File: src/rtl/hexld_pkg.sv
package hexld_pkg;

    typedef enum logic [3:0] {
        ST_IDLE,
        ST_LEN,
        ST_AHI,
        ST_ALO,
        ST_TYPE,
        ST_DATA,
        ST_CSUM,
        ST_DONE,
        ST_FAULT
    } ld_state_t;

    localparam logic [7:0] START_MARK = 8'h3A;

    localparam logic [7:0] REC_DATA = 8'h00;
    localparam logic [7:0] REC_EOF  = 8'h01;
    localparam logic [7:0] REC_SEG  = 8'h02;

    localparam logic [7:0] CODE_NONE   = 8'h00;
    localparam logic [7:0] CODE_FRAME  = 8'hA1;
    localparam logic [7:0] CODE_FORMAT = 8'hE1;
    localparam logic [7:0] CODE_TYPE   = 8'hE2;
    localparam logic [7:0] CODE_SUM    = 8'hE3;
    localparam logic [7:0] CODE_LEN    = 8'hE4;

    typedef struct packed {
        ld_state_t   st;
        logic [7:0]  len;
        logic [15:0] off;
        logic [7:0]  rtype;
        logic [7:0]  idx;
        logic [7:0]  sum;
        logic [15:0] seg;
        logic [15:0] seg_new;
        logic [7:0]  err;
    } ld_regs_t;

endpackage

File: src/rtl/hexld_ascii.sv
module hexld_ascii (
    input  logic [7:0] ch,
    output logic       is_hex,
    output logic [3:0] nib
);
    always_comb begin
        is_hex = 1'b0;
        nib    = 4'h0;
        if (ch >= 8'h30 && ch <= 8'h39) begin
            is_hex = 1'b1;
            nib    = ch[3:0];
        end else if ((ch >= 8'h41 && ch <= 8'h46) || (ch >= 8'h61 && ch <= 8'h66)) begin
            is_hex = 1'b1;
            nib    = ch[3:0] + 4'd9;
        end
    end
endmodule

File: src/rtl/hexld_pair.sv
module hexld_pair (
    input  logic       clk,
    input  logic       rst_n,
    input  logic       clr,
    input  logic       take,
    input  logic [3:0] nib,
    output logic       byte_vld,
    output logic [7:0] byte_val
);
    typedef struct packed {
        logic       half;
        logic [3:0] hi;
    } pair_t;

    pair_t pr_d, pr_q;

    always_comb begin
        pr_d = pr_q;
        if (clr) begin
            pr_d.half = 1'b0;
        end else if (take) begin
            pr_d.half = ~pr_q.half;
            if (!pr_q.half) pr_d.hi = nib;
        end
    end

    always_ff @(posedge clk) begin
        if (!rst_n) pr_q <= '0;
        else        pr_q <= pr_d;
    end

    assign byte_vld = take & pr_q.half & ~clr;
    assign byte_val = {pr_q.hi, nib};
endmodule

File: src/rtl/hex_loader.sv
module hex_loader
    import hexld_pkg::*;
#(
    parameter int ADDR_W = 20
) (
    input  logic              clk,
    input  logic              rst_n,
    input  logic              rx_valid,
    input  logic [7:0]        rx_byte,
    input  logic              rx_frame_err,
    output logic              wr_en,
    output logic [ADDR_W-1:0] wr_addr,
    output logic [7:0]        wr_data,
    output logic              busy,
    output logic              done,
    output logic [7:0]        err_code
);
    localparam int ABS_W = 32;

    ld_regs_t          r_d, r_q;
    logic              wr_d, wr_q;
    logic [ADDR_W-1:0] waddr_d, waddr_q;
    logic [7:0]        wdata_d, wdata_q;

    logic       is_hex;
    logic [3:0] nib;
    logic       byte_vld;
    logic [7:0] byte_val;
    logic       in_rec, halted, take_char;
    logic [ABS_W-1:0] abs_addr;

    assign in_rec    = (r_q.st == ST_LEN) || (r_q.st == ST_AHI) || (r_q.st == ST_ALO) ||
                       (r_q.st == ST_TYPE) || (r_q.st == ST_DATA) || (r_q.st == ST_CSUM);
    assign halted    = (r_q.st == ST_DONE) || (r_q.st == ST_FAULT);
    assign take_char = rx_valid && in_rec && is_hex && !rx_frame_err;

    hexld_ascii u_ascii (
        .ch     (rx_byte),
        .is_hex (is_hex),
        .nib    (nib)
    );

    hexld_pair u_pair (
        .clk      (clk),
        .rst_n    (rst_n),
        .clr      (r_q.st == ST_IDLE),
        .take     (take_char),
        .nib      (nib),
        .byte_vld (byte_vld),
        .byte_val (byte_val)
    );

    assign abs_addr = {12'h000, r_q.seg, 4'h0} + {16'h0000, (r_q.off + {8'h00, r_q.idx})};

    always_comb begin
        r_d     = r_q;
        wr_d    = 1'b0;
        waddr_d = waddr_q;
        wdata_d = wdata_q;
        if (!halted) begin
            if (rx_frame_err) begin
                r_d.st  = ST_FAULT;
                r_d.err = CODE_FRAME;
            end else if (rx_valid) begin
                if (r_q.st == ST_IDLE) begin
                    if (rx_byte == START_MARK) begin
                        r_d.st = ST_LEN;
                    end else begin
                        r_d.st  = ST_FAULT;
                        r_d.err = CODE_FORMAT;
                    end
                end else if (!is_hex) begin
                    r_d.st  = ST_FAULT;
                    r_d.err = CODE_FORMAT;
                end else if (byte_vld) begin
                    r_d.sum = r_q.sum + byte_val;
                    case (r_q.st)
                        ST_LEN: begin
                            r_d.len = byte_val;
                            r_d.sum = byte_val;
                            r_d.st  = ST_AHI;
                        end
                        ST_AHI: begin
                            r_d.off[15:8] = byte_val;
                            r_d.st        = ST_ALO;
                        end
                        ST_ALO: begin
                            r_d.off[7:0] = byte_val;
                            r_d.st       = ST_TYPE;
                        end
                        ST_TYPE: begin
                            r_d.rtype = byte_val;
                            r_d.idx   = 8'h00;
                            if (byte_val != REC_DATA && byte_val != REC_EOF &&
                                byte_val != REC_SEG) begin
                                r_d.st  = ST_FAULT;
                                r_d.err = CODE_TYPE;
                            end else if ((byte_val == REC_EOF && r_q.len != 8'd0) ||
                                         (byte_val == REC_SEG && r_q.len != 8'd2)) begin
                                r_d.st  = ST_FAULT;
                                r_d.err = CODE_LEN;
                            end else begin
                                r_d.st = (r_q.len == 8'd0) ? ST_CSUM : ST_DATA;
                            end
                        end
                        ST_DATA: begin
                            r_d.idx = r_q.idx + 8'd1;
                            if (r_q.rtype == REC_DATA) begin
                                wr_d    = 1'b1;
                                wdata_d = byte_val;
                                waddr_d = abs_addr[ADDR_W-1:0];
                            end else if (r_q.rtype == REC_SEG) begin
                                if (r_q.idx == 8'd0) r_d.seg_new[15:8] = byte_val;
                                else                 r_d.seg_new[7:0]  = byte_val;
                            end
                            if (r_q.idx == r_q.len - 8'd1) r_d.st = ST_CSUM;
                        end
                        ST_CSUM: begin
                            if (r_q.sum + byte_val != 8'h00) begin
                                r_d.st  = ST_FAULT;
                                r_d.err = CODE_SUM;
                            end else if (r_q.rtype == REC_EOF) begin
                                r_d.st = ST_DONE;
                            end else begin
                                if (r_q.rtype == REC_SEG) r_d.seg = r_q.seg_new;
                                r_d.st = ST_IDLE;
                            end
                        end
                        default: r_d.st = r_q.st;
                    endcase
                end
            end
        end
    end

    always_ff @(posedge clk) begin
        if (!rst_n) begin
            r_q     <= '0;
            wr_q    <= 1'b0;
            waddr_q <= '0;
            wdata_q <= '0;
        end else begin
            r_q     <= r_d;
            wr_q    <= wr_d;
            waddr_q <= waddr_d;
            wdata_q <= wdata_d;
        end
    end

    assign wr_en    = wr_q;
    assign wr_addr  = waddr_q;
    assign wr_data  = wdata_q;
    assign busy     = in_rec;
    assign done     = (r_q.st == ST_DONE);
    assign err_code = r_q.err;

    // a latched fault blocks the write port and freezes its code
    p_no_write_on_fault_r11: assert property (@(posedge clk) disable iff (!rst_n)
        (err_code != CODE_NONE) |-> !wr_en);
    p_code_held_r11: assert property (@(posedge clk) disable iff (!rst_n)
        (err_code != CODE_NONE) |=> (err_code == $past(err_code)) && !busy);
    // completion is sticky and never coexists with a fault
    p_done_held_r6: assert property (@(posedge clk) disable iff (!rst_n)
        done |=> done && (err_code == CODE_NONE) && !busy);
    // only defined codes ever appear
    p_code_set_r9: assert property (@(posedge clk) disable iff (!rst_n)
        (err_code == CODE_NONE) || (err_code == CODE_FRAME) || (err_code == CODE_FORMAT) ||
        (err_code == CODE_TYPE) || (err_code == CODE_SUM) || (err_code == CODE_LEN));
    // the base changes only as a checksum byte is taken
    p_seg_on_csum_r5: assert property (@(posedge clk) disable iff (!rst_n)
        !$stable(r_q.seg) |-> $past(r_q.st == ST_CSUM));
    // a framing strobe before completion always ends in code A1H
    p_frame_code_r10: assert property (@(posedge clk) disable iff (!rst_n)
        (rx_frame_err && !done && err_code == CODE_NONE) |=> (err_code == CODE_FRAME));
endmodule

File: config.mk
export PLATFORM = sky130hd
export DESIGN_NAME = hex_loader
export DESIGN_NICKNAME = d
export VERILOG_FILES = /design/src/rtl/hexld_pkg.sv /design/src/rtl/hexld_ascii.sv /design/src/rtl/hexld_pair.sv /design/src/rtl/hex_loader.sv
export SDC_FILE = /design/constraint.sdc
export NUM_CORES = 1
export LEC_CHECK = 0
export BUFFER_PORTS_ARGS = -buffer_cell sky130_fd_sc_hd__buf_2
export CAP_MARGIN = 20
export CORE_MARGIN = 3
export CORE_UTILIZATION = 35
export DETAILED_ROUTE_END_ITERATION = 12
export GPL_ROUTABILITY_DRIVEN = 0
export HOLD_SLACK_MARGIN = 0.03
export PLACE_DENSITY = 0.53
export SETUP_SLACK_MARGIN = 0.02
export SYNTH_ARGS = -nofsm -noshare
export SYNTH_HDL_FRONTEND = slang
export SYNTH_SLANG_ARGS = --single-unit
export TNS_END_PERCENT = 50
File: constraint.sdc
create_clock -name clk -period 8.9 [get_ports clk]
set_clock_uncertainty 0.1 [all_clocks]
set_input_delay 1.78 -clock clk [delete_from_list [all_inputs] [get_ports clk]]
set_output_delay 1.78 -clock clk [all_outputs]
set_load 0.005 [all_outputs]
### After elaboration in Yosys (flattened, before gate mapping)

Cells that the tools add are included.

| word-level totals | value |
|---|---|
| flip-flop bits (word level) | 126 |
| bits of input ports | 12 |
| output and inout port bits | 39 |
| logic and storage cells | 153 |

| operators by class | value |
|---|---|
| add/subtract/negate cells | 6 |
| order comparisons | 6 |
| eq/ne operators | 24 |
| mux-type cells | 43 |
| bitwise gates (word level) | 15 |
| reductions and logical operators | 43 |

Operators with widths:

| kind | count |
|---|---|
| $mux 92 | 2 |
| $mux 80 | 2 |
| $mux 16 | 7 |
| $mux 8 | 14 |
| $reduce_and 7->1 | 6 |
| $mux 4 | 10 |
| $pmux 8 s2 | 2 |
| $reduce_and 10->1 | 3 |
| $logic_not 8->1 | 3 |
| $pmux 4 s6 | 1 |
| $reduce_bool 8->1 | 3 |
| $add 20x16->20 | 1 |
| $add 16x8->16 | 1 |
| $eq 4x3->1 const B | 4 |
| $eq 8x1->1 const B | 2 |
| $eq 8x2->1 const B | 2 |
| $ge 8x7->1 const B | 2 |
| $le 8x7->1 const B | 2 |
| $ne 8x2->1 const B | 2 |
| $not 1->1 | 13 |
| $logic_and 1x1->1 | 10 |
| $ne 5x3->1 const B | 2 |
| $ne 9x2->1 const B | 1 |
| $add 8x1->8 const B | 1 |
| other kinds (29) | 41 |

### Depth between registers and ports, before layout

| depth | value |
|---|---|
| depth after elaboration | 16 |
| mapped depth | 19 |
| depth with buffers taken out | 19 |

### By module

A second synthesis with hierarchy kept.

| second synthesis, totals | value |
|---|---|
| cell total of the unflattened synthesis | 855 |
| area total of the unflattened synthesis | 7043.0 µm² |

By module, submodules not included:

| module | times used | cells an instance | area each (µm²) | sequential area each (µm²) |
|---|---|---|---|---|
| hex_loader | 1 | 800 | 6560.0 | 2362.3 |
| hexld_pair | 1 | 30 | 279.0 | 100.1 |
| hexld_ascii | 1 | 25 | 203.9 | 0.0 |

### Least setup slack after synthesis

OpenSTA, ideal clock, no wires.

| timing | value |
|---|---|
| path kind | input-to-reg |
| start | input rx_byte[1] |
| end | register r_q[29] in the netlist's numbering |
| setup time | 0.128 ns |
| arrival time | 4.960 ns |
| required time | 8.672 ns |
| path slack | 3.713 ns |
| stages on the path | 16 |
| path buffers | 1 |
| cell sequence | inv_1 ha_1 or3b_4 nand3_2 nor2_1 o21ai_0 o21ai_1 ha_1 nand3_1 a21oi_1 o211ai_1 a2111oi_2 nand4_2 buf_2 mux2i_1 nor2_1 |

| between the ends | value |
|---|---|
| elaborated cells between the ends (all ways) | 23 |
| classes of those cells | add/sub (2); order compare (6); mux (4); bitwise (3); reduce/logical (8) |

RTL lines:

| what | RTL line | text |
|---|---|---|
| start, declared | hex_loader.sv:9 | `input logic [7:0] rx_byte,` |
| $ge 8x7->1 / $le 8x7->1 (equally long branches) | hexld_ascii.sv:12 | `end else if ((ch >= 8'h41 && ch <= 8'h46) \|\| (ch >= 8'h61 && ch <= 8'h66)) begin` |
| $logic_and 1x1->1 | hexld_ascii.sv:12 |  |
| $logic_or 1x1->1 | hexld_ascii.sv:12 |  |
| $mux 4 | hexld_ascii.sv:12 |  |
| $mux 4 (*) | hexld_ascii.sv:9 | `if (ch >= 8'h30 && ch <= 8'h39) begin` |
| named net byte_val[2] | hex_loader.sv:28 | `logic [7:0] byte_val;` |
| $add 8x8->8 (*) | hex_loader.sv:119 | `if (r_q.sum + byte_val != 8'h00) begin` |
| $reduce_bool 8->1 (*) | hex_loader.sv:119 |  |
| $not 1->1 (no source line) (*) | - |  |
| $reduce_and 10->1 (no source line) (*) | - |  |
| end signal, assigned | hex_loader.sv:143 | `r_q <= r_d;` |
| end, declared | hex_loader.sv:20 | `ld_regs_t r_d, r_q;` |

Mark *: on every way through the listed nets, which the timed path passes. The rest lies on a longest branch.
A chain may end at the register's enable or synchronous reset.

### Worst setup path after layout

| timing | value |
|---|---|
| start | input rx_byte[0] |
| end | register r_q[25] in the netlist's numbering |

The elaborated chain is that of the path after synthesis.

==> run_results.csv <==
group,metric,value,unit
run_status,outcome,"finished, final reports clean",
worst_setup_path,cp-start-kind,"input pin",
placed_design,port_buffers,48,
layout,finalInstanceArea,0.00787,mm2
layout,diodes,0,
floorplan,start_util,36.3,%
hold_path,min_path_type,"reg -> reg",
layout,nets,917,
synth,synthTopCellsByArea,"dfxtp_1 (36%), nand2_1 (7.7%), ha_1 (6.5%)",
drt,viasPerCell,5.23,
synth,async_flop_share,0,%
timing,slew_headroom,32.7,%
synth,synth.yosys.warnings,0,
layout,final.fill_count,1993,
global_route,grt_max_degree,82,
synth,yosysSeqAreaShare,35.6,%
synth,synthDistinctLibCells,80,
placed_design,dpl_cell_area,0.00728,mm2
timing,worstMarginPinSlew,1.00,ns
timing,tns,0,ns
timing,hold_violations,0,
drt,dr_total_vias,5962,
worst_setup_path,crit_path_cell_trace,"buf_2 > inv_1 > ha_1 > or3b_4 > and3_4 > nand2_1 > o21ai_1 > ha_1 > a21oi_1 > a21oi_1 > o211ai_1 > a2111oi_2 > nand4_2 > mux2i_1 > nor2_1",
drt,wl,18500,um
run,drv_cap,0,
clock_network,cts.sinks,123,
drt,drcViolationCount,0,
synth,synth_edf_count,0,
hold_path,hold_depth,2,
worst_setup_path,crit_type,"in -> reg",
global_route,antenna_found_initial,0,
worst_setup_path,crit_path_max_incr_delay,0.68,ns
synth,yosysTopAreaCellShare,35.6,%
worst_setup_path,crit_family,"compound AO/OA/AOI/OAI gates",
clock_network,tritoncts,"built",
synth,synth_area_per_cell,8.19,um2
pwr,finalPower,1.30,mW
global_route,gr-total-overflow,0,
layout,syn_to_final_growth,13.9,%
worst_setup_path,rrSetupSlack,4.38,ns
placed_design,dp_hpwl,12800,um
worst_setup_path,worstSetupEndpointType,"register",
drt,drt_first_iter_violations,371,
worst_setup_path,reg2reg_depth,19,
floorplan,coreArea,0.0190,mm2
floorplan,dieArea,0.0215,mm2
layout,drive_above_1_share,13.1,%
pwr,p_leak,3.30,nW
floorplan,fp.dieW,147,um
clock_network,cts_setup_buffers,0,
timing,finalMaxSlewViolations,0,
worst_setup_path,crit_fanout,16,
clock_network,ctsRootBufferMaster,"clkbuf_16",
clock_network,cts_max_level,4,
drt,wire_per_inst,16.3,um
clock_network,clk_pin_slew,0.06,ns
synth,synth_top_area_cell,"dfxtp_1",
global_route,grt_pass1_wl,29500,um
timing,setup_viol,0,
floorplan,io_pins,51,
global_route,grt_pass1_vias,5453,
timing,max_freq,174,MHz
worst_setup_path,crit_cells,15,
layout,final_cell_mix,"nand2_1 (141), dfxtp_1 (123), a21oi_1 (87), nor2_1 (85), buf_2 (48)",
floorplan,std_cell_rows,50,
clock_network,cts-resized-gates,0,
timing,post-route-min-period,5.75,ns
clock_network,holdBufCountCts,0,
timing,grt_setup_unrepaired,"false",
worst_setup_path,worstPathRequired,9.07,ns
pwr,ir_worst_vdd,0.000120,V
synth,syn-instance-count,844,
floorplan,die_y,147,um
layout,layout_commonest_cell,"nand2_1",
worst_setup_path,crit_slowest_cell,"nand4_2",
worst_setup_path,cp_num_buf_inv,2,
clock_network,cts-root-to-sink-buffers,2,
clock_network,clkLatencyLatePin,0.42,ns
synth,synthFlopType,"dfxtp_1",
clock_network,cts-buffers-inserted,17,
timing,period_share,64.6,%
synth,synth_area,0.00691,mm2
synth,synth.ff_latch_count,123,
drt,ant_nets,0,
worst_setup_path,arrival,5.92,ns
pwr,pwr_density_cell,165,mW/mm2
global_route,grt_usage,17.2,%
drt,dr.pass1.iters,5,
## path summary, 6_finish.rpt
path	startpoint	end
worst max-delay path	rx_byte[0]	r_q[25]
worst min-delay path	wr_data[4]	wr_data[4]
worst max register to register	r_q[48]	wr_addr[19]
worst min register to register	wr_data[4]	wr_data[4]
## cell usage after synthesis, drive strengths merged, types with 8 or more instances
master and number:
or3 11, nor2 86, o21ai 24, o211ai 8, xnor2 17, nand4 8
dfxtp 123, a211oi 11, a21oi 87, nor3 20, nand3 19, a31oi 10
clkbuf 31, buf 19, xor2 22, inv 21, mux2i 35, nand2 142
and3 8, ha 36
## cells by family (layout without fill, tap and decap cells)
logic type	count (synthesis)	after routing	synth area share, %
buffers and inverters	71	105	4.54
DFF	123	123	35.6
xor gates and xnor gates	39	39	4.94
and+or+nand+nor	344	344	24.1
AOI/OAI and AO/OA	192	192	18.2
other	1	2	0.0543
adders and majority gates	39	39	7.39
muxes	35	35	5.07
## power by group
part | leakage [nW] | total, mW | switching (mW) | internal (mW)
combinational | 2.02 | 0.0427 | 0.0296 | 0.0131
clock | 0.285 | 0.698 | 0.283 | 0.415
sequential | 0.991 | 0.554 | 0.00217 | 0.552
## through the flow
step | hold WS [ns] | util, % | worst slack, ns | std cells
after global placement | 0.340 | 38.3 | 2.79 | 1107
after global routing | 0.368 | 41.4 | 2.65 | 1139
after CTS | 0.350 | 41.4 | 3.08 | 1139
after detailed placement | 0.341 | 38.3 | 2.66 | 1107
after floorplan | 0.336 | - | 3.71 | 845
final | 0.347 | 41.4 | 3.15 | 1139
## state kept, by name, indices dropped and copies added (netlist names)
signal           cells
wr_data              8
wr_en                1
wr_addr             20
u_pair.pr_q          1
r_q                 84
u_pair.byte_val      4
err_code             5
## metal layers
metal	vias up	wire (um)	GRT usage [%]
li1	3009	-	-
met1	2811	9400	24.5
met2	123	8220	26.4
met3	19	700	3.76
met5	-	0	0
met4	0	223	4.80
## tightest hold or removal path: cells and delay by family (launching register included)
kind / cells / cell delay [ns]
simple gates: 1 / 0.05
flops: 1 / 0.31
compound gates: 1 / 0.05
## layout make-up
class                           count  area (um2)  share of cell area, %
Clock buffer                       20         467                   5.93
Clock inverter                     12         128                   1.62
Inverter                           21        80.1                   1.02
Multi-Input combinational cell    651        4140                   52.6
Sequential cell                   123        2460                   31.3
Tap cell                          260         325                   4.13
Timing Repair Buffer               52         270                   3.43
(Power assumes the default switching activity.)
